--- src/rtl/nwb_pkg.sv ---
package nwb_pkg;

    typedef enum logic [2:0] {
        CK_LOCAL   = 3'd0,
        CK_DATA_WR = 3'd1,
        CK_CMD_WR  = 3'd2,
        CK_ADDR_WR = 3'd3,
        CK_DATA_RD = 3'd4
    } cycle_kind_e;

    typedef enum logic [2:0] {
        ST_IDLE   = 3'd0,
        ST_SETUP  = 3'd1,
        ST_STROBE = 3'd2,
        ST_HOLD   = 3'd3,
        ST_RESP   = 3'd4
    } cyc_state_e;

endpackage

--- src/rtl/nwb_rb_sync.sv ---
module nwb_rb_sync (
    input  logic clk,
    input  logic rst_n,
    input  logic rb_pin,
    output logic rb_ready
);
    logic stage1_q;
    logic stage2_q;

    always_ff @(posedge clk or negedge rst_n) begin
        if (!rst_n) begin
            stage1_q <= 1'b0;
            stage2_q <= 1'b0;
        end else begin
            stage1_q <= rb_pin;
            stage2_q <= stage1_q;
        end
    end

    assign rb_ready = stage2_q;

    // a rise seen at the output was on the pin two clocks earlier
    assert_sync_delay_R9: assert property (@(posedge clk) disable iff (!rst_n)
        $rose(rb_ready) |-> $past(rb_pin, 2));

endmodule

--- src/rtl/nwb_ctrl_reg.sv ---
module nwb_ctrl_reg #(
    parameter int NUM_CS = 1,
    parameter int CTRL_W = 2 * NUM_CS
) (
    input  logic              clk,
    input  logic              rst_n,
    input  logic              wr_en,
    input  logic [CTRL_W-1:0] wr_data,
    output logic [CTRL_W-1:0] ctrl_q,
    output logic [NUM_CS-1:0] ce_n
);
    always_ff @(posedge clk or negedge rst_n) begin
        if (!rst_n) begin
            ctrl_q <= '0;
        end else if (wr_en) begin
            ctrl_q <= wr_data;
        end
    end

    for (genvar n = 0; n < NUM_CS; n++) begin : g_cs
        assign ce_n[n] = ~(ctrl_q[2*n] & ctrl_q[2*n+1]);
    end

    // selects move only after a control store
    assert_ce_stable_R8: assert property (@(posedge clk) disable iff (!rst_n)
        !wr_en |=> $stable(ce_n));

endmodule

--- src/rtl/nwb_cycle_fsm.sv ---
module nwb_cycle_fsm
    import nwb_pkg::*;
#(
    parameter int DW         = 32,
    parameter int STROBE_CYC = 3,
    parameter int HOLD_CYC   = 2
) (
    input  logic        clk,
    input  logic        rst_n,
    input  logic        start,
    input  cycle_kind_e kind,
    input  logic [7:0]  wbyte,
    input  logic [DW-1:0] local_rdata,
    output logic        busy,
    output logic        done,
    output logic [DW-1:0] rdata,
    output logic        we_n,
    output logic        re_n,
    output logic        cle,
    output logic        ale,
    output logic [7:0]  dq_out,
    output logic        dq_oe,
    input  logic [7:0]  dq_in
);
    localparam int MAX_CYC = (STROBE_CYC > HOLD_CYC) ? STROBE_CYC : HOLD_CYC;
    localparam int CNT_W   = (MAX_CYC > 1) ? $clog2(MAX_CYC) : 1;
    localparam logic [CNT_W-1:0] STROBE_LAST = CNT_W'(STROBE_CYC - 1);
    localparam logic [CNT_W-1:0] HOLD_LAST   = CNT_W'(HOLD_CYC - 1);

    cyc_state_e      state_q, state_d;
    cycle_kind_e     kind_q;
    logic [CNT_W-1:0] cnt_q;
    logic [7:0]      byte_q;
    logic [DW-1:0]   rdata_q;
    logic            active;
    logic            flash_wr;

    // next-state logic
    always_comb begin
        state_d = state_q;
        unique case (state_q)
            ST_IDLE:   if (start) state_d = (kind == CK_LOCAL) ? ST_RESP : ST_SETUP;
            ST_SETUP:  state_d = ST_STROBE;
            ST_STROBE: if (cnt_q == STROBE_LAST) state_d = ST_HOLD;
            ST_HOLD:   if (cnt_q == HOLD_LAST) state_d = ST_RESP;
            ST_RESP:   state_d = ST_IDLE;
            default:   state_d = ST_IDLE;
        endcase
    end

    // state register and datapath registers
    always_ff @(posedge clk or negedge rst_n) begin
        if (!rst_n) begin
            state_q <= ST_IDLE;
            kind_q  <= CK_LOCAL;
            cnt_q   <= '0;
            byte_q  <= '0;
            rdata_q <= '0;
        end else begin
            state_q <= state_d;
            cnt_q   <= (state_d != state_q) ? '0 : cnt_q + 1'b1;
            if (state_q == ST_IDLE && start) begin
                kind_q  <= kind;
                byte_q  <= wbyte;
                rdata_q <= (kind == CK_LOCAL) ? local_rdata : '0;
            end
            if (state_q == ST_STROBE && cnt_q == STROBE_LAST && kind_q == CK_DATA_RD) begin
                rdata_q <= DW'(dq_in);
            end
        end
    end

    // outputs
    always_comb begin
        active   = (state_q == ST_SETUP) || (state_q == ST_STROBE) || (state_q == ST_HOLD);
        flash_wr = (kind_q == CK_DATA_WR) || (kind_q == CK_CMD_WR) || (kind_q == CK_ADDR_WR);
        busy     = (state_q != ST_IDLE);
        done     = (state_q == ST_RESP);
        rdata    = rdata_q;
        cle      = active && (kind_q == CK_CMD_WR);
        ale      = active && (kind_q == CK_ADDR_WR);
        we_n     = !((state_q == ST_STROBE) && flash_wr);
        re_n     = !((state_q == ST_STROBE) && (kind_q == CK_DATA_RD));
        dq_oe    = active && flash_wr;
        dq_out   = byte_q;
    end

    assert_cle_ale_excl_R5: assert property (@(posedge clk) disable iff (!rst_n)
        !(cle && ale));

    assert_we_drives_bus_R2: assert property (@(posedge clk) disable iff (!rst_n)
        !we_n |-> (dq_oe && re_n));

    assert_re_bus_free_R6: assert property (@(posedge clk) disable iff (!rst_n)
        !re_n |-> (!dq_oe && !cle && !ale));

    // data held after the write strobe rises
    assert_write_hold_R10: assert property (@(posedge clk) disable iff (!rst_n)
        $rose(we_n) |-> (dq_oe && $stable(dq_out)));

    assert_start_busy_R10: assert property (@(posedge clk) disable iff (!rst_n)
        (start && !busy) |=> busy);

endmodule

--- src/rtl/nand_window_bridge.sv ---
module nand_window_bridge
    import nwb_pkg::*;
#(
    parameter int NUM_CS     = 1,
    parameter int ADDR_W     = 18,
    parameter int DW         = 32,
    parameter int STROBE_CYC = 3,
    parameter int HOLD_CYC   = 2
) (
    input  logic              clk,
    input  logic              rst_n,
    input  logic              req_valid,
    output logic              req_ready,
    input  logic              req_write,
    input  logic [ADDR_W-1:0] req_addr,
    input  logic [DW-1:0]     req_wdata,
    output logic              rsp_valid,
    output logic [DW-1:0]     rsp_rdata,
    output logic [NUM_CS-1:0] nand_ce_n,
    output logic              nand_cle,
    output logic              nand_ale,
    output logic              nand_we_n,
    output logic              nand_re_n,
    output logic [7:0]        nand_dq_out,
    output logic              nand_dq_oe,
    input  logic [7:0]        nand_dq_in,
    input  logic              nand_rb
);
    localparam int WIN_SH = 15;
    localparam int REG_W  = ADDR_W - WIN_SH;
    localparam int CTRL_W = 2 * NUM_CS;
    localparam logic [REG_W-1:0]  WIN_DATA = REG_W'(0);
    localparam logic [REG_W-1:0]  WIN_CMD  = REG_W'(1);
    localparam logic [REG_W-1:0]  WIN_ADDR = REG_W'(2);
    localparam logic [REG_W-1:0]  WIN_REGS = REG_W'(3);
    localparam logic [WIN_SH-1:0] OFS_CTRL = WIN_SH'('h50);
    localparam logic [WIN_SH-1:0] OFS_STAT = WIN_SH'('h54);

    logic [REG_W-1:0]  win;
    logic [WIN_SH-1:0] ofs;
    cycle_kind_e       kind;
    logic              busy;
    logic              accept;
    logic              ctrl_we;
    logic [CTRL_W-1:0] ctrl_q;
    logic              rb_ready;
    logic [DW-1:0]     local_rdata;

    assign win       = req_addr[ADDR_W-1:WIN_SH];
    assign ofs       = req_addr[WIN_SH-1:0];
    assign req_ready = !busy;
    assign accept    = req_valid && !busy;
    assign ctrl_we   = accept && req_write && (win == WIN_REGS) && (ofs == OFS_CTRL);

    always_comb begin
        unique case (win)
            WIN_DATA: kind = req_write ? CK_DATA_WR : CK_DATA_RD;
            WIN_CMD:  kind = req_write ? CK_CMD_WR  : CK_LOCAL;
            WIN_ADDR: kind = req_write ? CK_ADDR_WR : CK_LOCAL;
            default:  kind = CK_LOCAL;
        endcase
    end

    always_comb begin
        local_rdata = '0;
        if (!req_write && win == WIN_REGS) begin
            if (ofs == OFS_CTRL)      local_rdata = DW'(ctrl_q);
            else if (ofs == OFS_STAT) local_rdata = DW'(rb_ready);
        end
    end

    nwb_rb_sync u_rb_sync (
        .clk      (clk),
        .rst_n    (rst_n),
        .rb_pin   (nand_rb),
        .rb_ready (rb_ready)
    );

    nwb_ctrl_reg #(
        .NUM_CS (NUM_CS),
        .CTRL_W (CTRL_W)
    ) u_ctrl (
        .clk     (clk),
        .rst_n   (rst_n),
        .wr_en   (ctrl_we),
        .wr_data (req_wdata[CTRL_W-1:0]),
        .ctrl_q  (ctrl_q),
        .ce_n    (nand_ce_n)
    );

    nwb_cycle_fsm #(
        .DW         (DW),
        .STROBE_CYC (STROBE_CYC),
        .HOLD_CYC   (HOLD_CYC)
    ) u_fsm (
        .clk         (clk),
        .rst_n       (rst_n),
        .start       (accept),
        .kind        (kind),
        .wbyte       (req_wdata[7:0]),
        .local_rdata (local_rdata),
        .busy        (busy),
        .done        (rsp_valid),
        .rdata       (rsp_rdata),
        .we_n        (nand_we_n),
        .re_n        (nand_re_n),
        .cle         (nand_cle),
        .ale         (nand_ale),
        .dq_out      (nand_dq_out),
        .dq_oe       (nand_dq_oe),
        .dq_in       (nand_dq_in)
    );

    assert_accept_stall_R10: assert property (@(posedge clk) disable iff (!rst_n)
        (req_valid && req_ready) |=> !req_ready);

    assert_resp_then_ready_R10: assert property (@(posedge clk) disable iff (!rst_n)
        rsp_valid |=> (req_ready && !rsp_valid));

endmodule

--- config.mk ---
export PLATFORM = sky130hd
export DESIGN_NAME = nand_window_bridge
export DESIGN_NICKNAME = d
export VERILOG_FILES = /design/src/rtl/nwb_pkg.sv /design/src/rtl/nwb_rb_sync.sv /design/src/rtl/nwb_ctrl_reg.sv /design/src/rtl/nwb_cycle_fsm.sv /design/src/rtl/nand_window_bridge.sv
export SDC_FILE = /design/constraint.sdc
export NUM_CORES = 1
export LEC_CHECK = 0
export ABC_AREA = 1
export ABC_CLOCK_PERIOD_IN_PS = 1600
export CAP_MARGIN = 20
export CORE_MARGIN = 3
export CORE_UTILIZATION = 58
export CTS_CLUSTER_DIAMETER = 120
export DETAILED_ROUTE_END_ITERATION = 8
export DONT_BUFFER_PORTS = 1
export PLACE_DENSITY = 0.76
export SLEW_MARGIN = 10
export SYNTH_ARGS = -nofsm -noshare
export SYNTH_HDL_FRONTEND = slang
export SYNTH_HIERARCHICAL = 1
export SYNTH_SLANG_ARGS = --single-unit
--- constraint.sdc ---
create_clock -name clk -period 1.6 [get_ports clk]
set_input_delay 0.32 -clock clk [delete_from_list [all_inputs] [get_ports clk]]
set_output_delay 0.32 -clock clk [all_outputs]
set_load 0.02 [all_outputs]
Word-level counts from Yosys, hierarchy flattened
Cells that the tools add are included.
W data, S select, Z words.
{"block": "op_classes", "n_eq_ne": 16, "n_reduce_logical": 26, "n_addsub": 1, "bitwise": 2, "n_mux": 16}
{"cell": "$mux W32", "n": 2}
{"cell": "$eq A15 B7 Y1 const B", "n": 2}
{"cell": "$eq A3 B2 Y1 const B", "n": 6}
{"cell": "$mux W3", "n": 5}
{"cell": "$logic_and A1 B1 Y1", "n": 13}
{"cell": "$mux W2", "n": 6}
{"cell": "$pmux W3 S4", "n": 1}
{"cell": "$eq A3 B1 Y1 const B", "n": 3}
{"cell": "$logic_not A3 Y1", "n": 3}
{"cell": "$pmux W3 S3", "n": 1}
{"cell": "$eq A3 B3 Y1 const B", "n": 2}
{"cell": "$logic_not A1 Y1", "n": 4}
{"cell": "$logic_or A1 B1 Y1", "n": 4}
{"cell": "$ne A3 B3 Y1", "n": 1}
{"cell": "$reduce_bool A3 Y1", "n": 1}
{"cell": "$add A2 B1 Y2 const B", "n": 1}
{"cell": "$eq A2 B1 Y1 const B", "n": 1}
{"cell": "$eq A2 B2 Y1 const B", "n": 1}
{"cell": "$reduce_bool A2 Y1", "n": 1}
{"cell": "$and A1 B1 Y1", "n": 1}
{"cell": "$mux W1", "n": 1}
{"cell": "$not A1 Y1", "n": 1}
{"block": "word_totals", "out_inout_bits": 48, "register_bits": 52, "in_bits": 63}

Logic depth before layout (Yosys ltp)
{"block": "logic_depth", "word_depth": 8, "mapped_depth": 11}

By module
The synthesis kept the hierarchy.
{"module": "nwb_cycle_fsm", "area_per_inst_um2": 2209.6, "cells_each": 270, "n_inst": 1}
{"module": "nand_window_bridge", "area_per_inst_um2": 167.7, "cells_each": 39, "n_inst": 1}
{"module": "nwb_ctrl_reg", "area_per_inst_um2": 80.1, "cells_each": 10, "n_inst": 1}
{"module": "nwb_rb_sync", "area_per_inst_um2": 50.0, "cells_each": 2, "n_inst": 1}

Worst setup path after synthesis
No wires, ideal clock.
{"block": "synth_timing", "path_type": "reg2out", "from": "register u_fsm.state_q[2]", "to": "output port nand_ale", "required_time_ps": 1280, "stages_incl_launch_ff": 4, "slack_ps": 8, "path_buffers": 0, "arrival_ps": 1272, "cell_sequence": "dfrtp_1 -> inv_1 -> o21ai_0 -> nor4_1"}
{"block": "synth_between", "elab_chain_cells": 4, "elab_cells_between_ends": 6}
{"item": "start: declaration", "line_no": "nwb_cycle_fsm.sv:30", "text": "cyc_state_e state_q, state_d;"}
{"item": "start signal: assignment", "line_no": "nwb_cycle_fsm.sv:60", "text": "state_q <= state_d;"}
{"item": "$eq A3 B1 Y1 / $eq A3 B2 Y1 (equally long branches)", "line_no": "nwb_cycle_fsm.sv:75", "text": "active = (state_q == ST_SETUP) || (state_q == ST_STROBE) || (state_q == ST_HOLD);"}
{"item": "$logic_or A1 B1 Y1", "line_no": "nwb_cycle_fsm.sv:75"}
{"item": "$logic_or A1 B1 Y1 *", "line_no": "nwb_cycle_fsm.sv:75"}
{"item": "$logic_and A1 B1 Y1 *", "line_no": "nwb_cycle_fsm.sv:81", "text": "ale = active && (kind_q == CK_ADDR_WR);"}
{"item": "end: declaration", "line_no": "nand_window_bridge.sv:21", "text": "output logic nand_ale,"}
Every way passes the cells marked *; elsewhere a longest branch is shown, timed or not.

Final worst setup path
{"block": "layout_timing", "from": "register u_fsm.state_q[2]", "to": "output port nand_cle"}
{"block": "layout_between", "elab_chain_cells": 4, "elab_cells_between_ends": 6}
{"item": "$eq A3 B1 Y1 / $eq A3 B2 Y1 (equally long branches)", "line_no": "nwb_cycle_fsm.sv:75"}
{"item": "$logic_or A1 B1 Y1", "line_no": "nwb_cycle_fsm.sv:75"}
{"item": "$logic_or A1 B1 Y1 *", "line_no": "nwb_cycle_fsm.sv:75"}
{"item": "$logic_and A1 B1 Y1 *", "line_no": "nwb_cycle_fsm.sv:80", "text": "cle = active && (kind_q == CK_CMD_WR);"}
{"item": "end: declaration", "line_no": "nand_window_bridge.sv:20", "text": "output logic nand_cle,"}
Marks and branches as above.

==> reports/metrics.cfg <==
[global_route]
grt_pass1_wl_um = 9246
grt_usage_pct = 23.12
first_global_vias = 2072
grt_antenna_before_repair = 0
grt-ovfl-total = 0
grt_max_degree = 53

[pwr]
clkPwrFrac_pct = 14.6
leakage_nw = 1.748
internal-power_mw = 3.347
vdd_drop_max_mv = 1.331
combPwrFrac_pct = 41.6
power_frac_seq_pct = 43.8
power_per_cell_area_mw_per_mm2 = 1946
power_switching_mw = 2.818
sw_frac_of_total_pct = 45.72

[worst_hold_path]
min_path_type = in2reg

[cells_and_area]
drive_gt1_share_pct = 17.11
regArea_mm2 = 0.001301
num_antenna_cells = 0
fill_cells = 280
fin_util_pct = 77.53
synthToLayoutAreaGrowth_pct = 26.35
multi_input_area_mm2 = 0.001205
finalNetCount = 444

[yosys]
netlist_area_mm2 = 0.002507
ys_seq_area_share_pct = 51.90
avgSynthCellArea_um2 = 7.811
yosysWarnings = 6
synth_cells = 321
synth_area_leaders = dfrtp_1 (52%), nand2_1 (21%), nand3_1 (7.2%), inv_1 (4.6%), nor2_1 (2.7%)
ys_types = 23
ys_ff_latch = 52
yosysTopAreaCell = dfrtp_1
synth_top_area_share_pct = 51.90

[die]
die_x_um = 71.75
ios = 111
start_util_pct = 61.36
std_cell_rows = 23
placeableCoreArea_mm2 = 0.004086
chipHeight_um = 71.75
die_area_mm2 = 0.005148

[setup_path]
cp.required_ns = 1.28
endpoint_kind = output port
crit_type = reg2out
arrival_ns = 1.39
critPathMaxFanout = 3
worstSetupStartpointType = flip-flop

[drt]
vias_per_cell = 5.105
dr.pass1.iters = 4
wl_per_cell_um = 14.19
drtAntennaViolNets = 0
drc = 0
dr_total_vias = 2195
postRouteWirelength_um = 6102
drt_iter0_markers = 137

[cts]
cts_tree = built
cts_buffers = 5
worst_skew_pair.late_latency_ns = 0.30
cts_root_buffer = clkbuf_8
cts_htree_levels = 2
cts_buffer_depth = 2
cts_sinks = 52
clk_transition_reported_paths_ns = 0.09

[sta]
maxSlewViolCount = 0
rsz0062_at_grt = true
setup_viol = 8
fin_skew_ns = 0.004710
final_hold_viol_count = 0
post-route-min-period_ns = 1.715
timing.hold.ws_ns = 0.03637
setup_tns_ns = -0.2579
fin_crit_sh_pct = 107.2
setup_ws_ns = -0.1150
fmax_ghz = 0.5831

[outcome]
status = finished, violations left
violations = setup timing

[place]
dp_hpwl_um = 3832
port_buffers = 0
place.gp.congestion = 0.8383

[flow_run]
max_cap_violations = 0

==> path summary, 6_finish.rpt <==
check,from,endpoint,slack (ns),cells after the start
setup reg to reg,u_fsm/state_q[2]$_DFF_PN0_,u_fsm/cnt_q[0]$_DFF_PN0_,-0.05,9
min in group asynchronous,rst_n,u_fsm/rdata[7]$_DFFE_PN0P_,0.53,2
max in group asynchronous,rst_n,u_fsm/rdata[12]$_DFFE_PN0P_,0.86,2
hold reg to reg,u_rb_sync/stage1_q$_DFF_PN0_,u_rb_sync/rb_ready$_DFF_PN0_,0.36,0
hold / removal,nand_rb,u_rb_sync/stage1_q$_DFF_PN0_,0.04,0
setup / recovery,u_fsm/state_q[2]$_DFF_PN0_,nand_cle,-0.11,5
==> stage by stage <==
step	total power [mW]	setup WS (ns)	instances	area, um^2
2_1_floorplan	4.033	0.008191	350	2616
3_3_place_gp	4.400	-0.01533	402	2704
3_5_place_dp	4.503	-0.06774	402	2704
4_1_cts	5.600	-0.08702	420	2957
5_1_grt	6.591	-0.1585	430	3168
6_report	6.165	-0.1150	430	3168
==> flip-flops by register name, summed over array words and instances (netlist names) <==
name and cells:
u_ctrl/ctrl_q 2, u_fsm/dq_out 8, u_fsm/state_q 3, u_fsm/cnt_q 2, u_rb_sync/rb_ready 1, u_fsm/rdata 32, u_fsm/kind_q 3, u_rb_sync/stage1_q 1
==> synthesized netlist by cell type <==
master    number
nor4_1         3
clkbuf_1       3
dfrtp_1       52
buf_2          4
buf_6          3
nor2_8         2
nor2_4         1
ha_1           2
nand3_1       36
nor2_1        18
conb_1         1
nor3_1         3
inv_1         31
or2_0          1
nand2_1      143
and3_1         1
o21ai_0        7
nor3_2         1
inv_2          3
inv_4          1
a21oi_1        2
nand4_1        1
nand3_4        2
==> kinds of logic (layout without fill, tap and decap cells) <==
kind of cell,after synthesis,count (layout),synth area share [%]
compound gates,9,9,1.796
fa+ha+maj,2,2,0.9978
buf+inv,45,74,7.934
flops,52,52,51.90
other cells,1,30,0.1496
simple gates,212,213,37.23
==> cell type report <==
class / instances / share of cell area, %
Sequential cell: 52 / 41.07
Multi-Input combinational cell: 254 / 38.03
Timing Repair Buffer: 31 / 10.70
Inverter: 35 / 4.700
Clock buffer: 6 / 2.291
Tap cell: 50 / 1.975
Clock inverter: 2 / 1.224
==> cells in the final DEF, fill, tap and decap left out, drive strengths merged <==
| cell type | Yosys | routed |
|---|---|---|
| a21oi | 2 | 2 |
| and3 | 1 | 1 |
| buf | 7 | 30 |
| bufinv | 0 | 1 |
| clkbuf | 3 | 6 |
| clkinv | 0 | 1 |
| conb | 1 | 30 |
| dfrtp | 52 | 52 |
| dlygate4sd3 | 0 | 1 |
| ha | 2 | 2 |
| inv | 35 | 35 |
| nand2 | 143 | 143 |
| nand3 | 38 | 38 |
| nand4 | 1 | 1 |
| nor2 | 21 | 22 |
| nor3 | 4 | 4 |
| nor4 | 3 | 3 |
| o21ai | 7 | 7 |
| or2 | 1 | 1 |
==> repair_timing <==
action,CTS,global route
resized for setup,9,28
pin swaps,4,12
setup buffers,7,10
endpoints found under the setup margin,13,43
hold endpoints to repair,52,0
gates cloned,1,0
hold buffers,2,0
==> power groups by stage <==
| stage | Clock, mW | Sequential (mW) | Combinational (mW) |
|---|---|---|---|
| 4_1_cts | 0.925 | 2.68 | 1.99 |
| 5_1_grt | 0.977 | 2.76 | 2.85 |
| 3_5_place_dp | 0 | 2.71 | 1.80 |
| 6_report | 0.900 | 2.70 | 2.56 |
| 2_1_floorplan | 0 | 2.63 | 1.40 |
| 3_3_place_gp | 0 | 2.70 | 1.70 |
==> per-layer routing <==
| metal | vias to the layer above | GRT usage (%) | wire [um] | share of wire, % |
|---|---|---|---|---|
| li1 | 1078 | - | - | - |
| met1 | 1020 | 28.31 | 2380 | 39 |
| met2 | 85 | 38.67 | 3106 | 51 |
| met3 | 12 | 8.135 | 491 | 8.0 |
| met4 | 0 | 6.681 | 123 | 2.0 |
| met5 | - | 0 | 0 | 0 |
==> worst max-delay path, stage by stage (launching register included) <==
cell,delay (ns)
dfrtp_1,0.41
buf_6,0.14
inv_4,0.06
o21ai_4,0.07
nor4_2,0.20
buf_4,0.21
(Power assumes the default switching activity.)
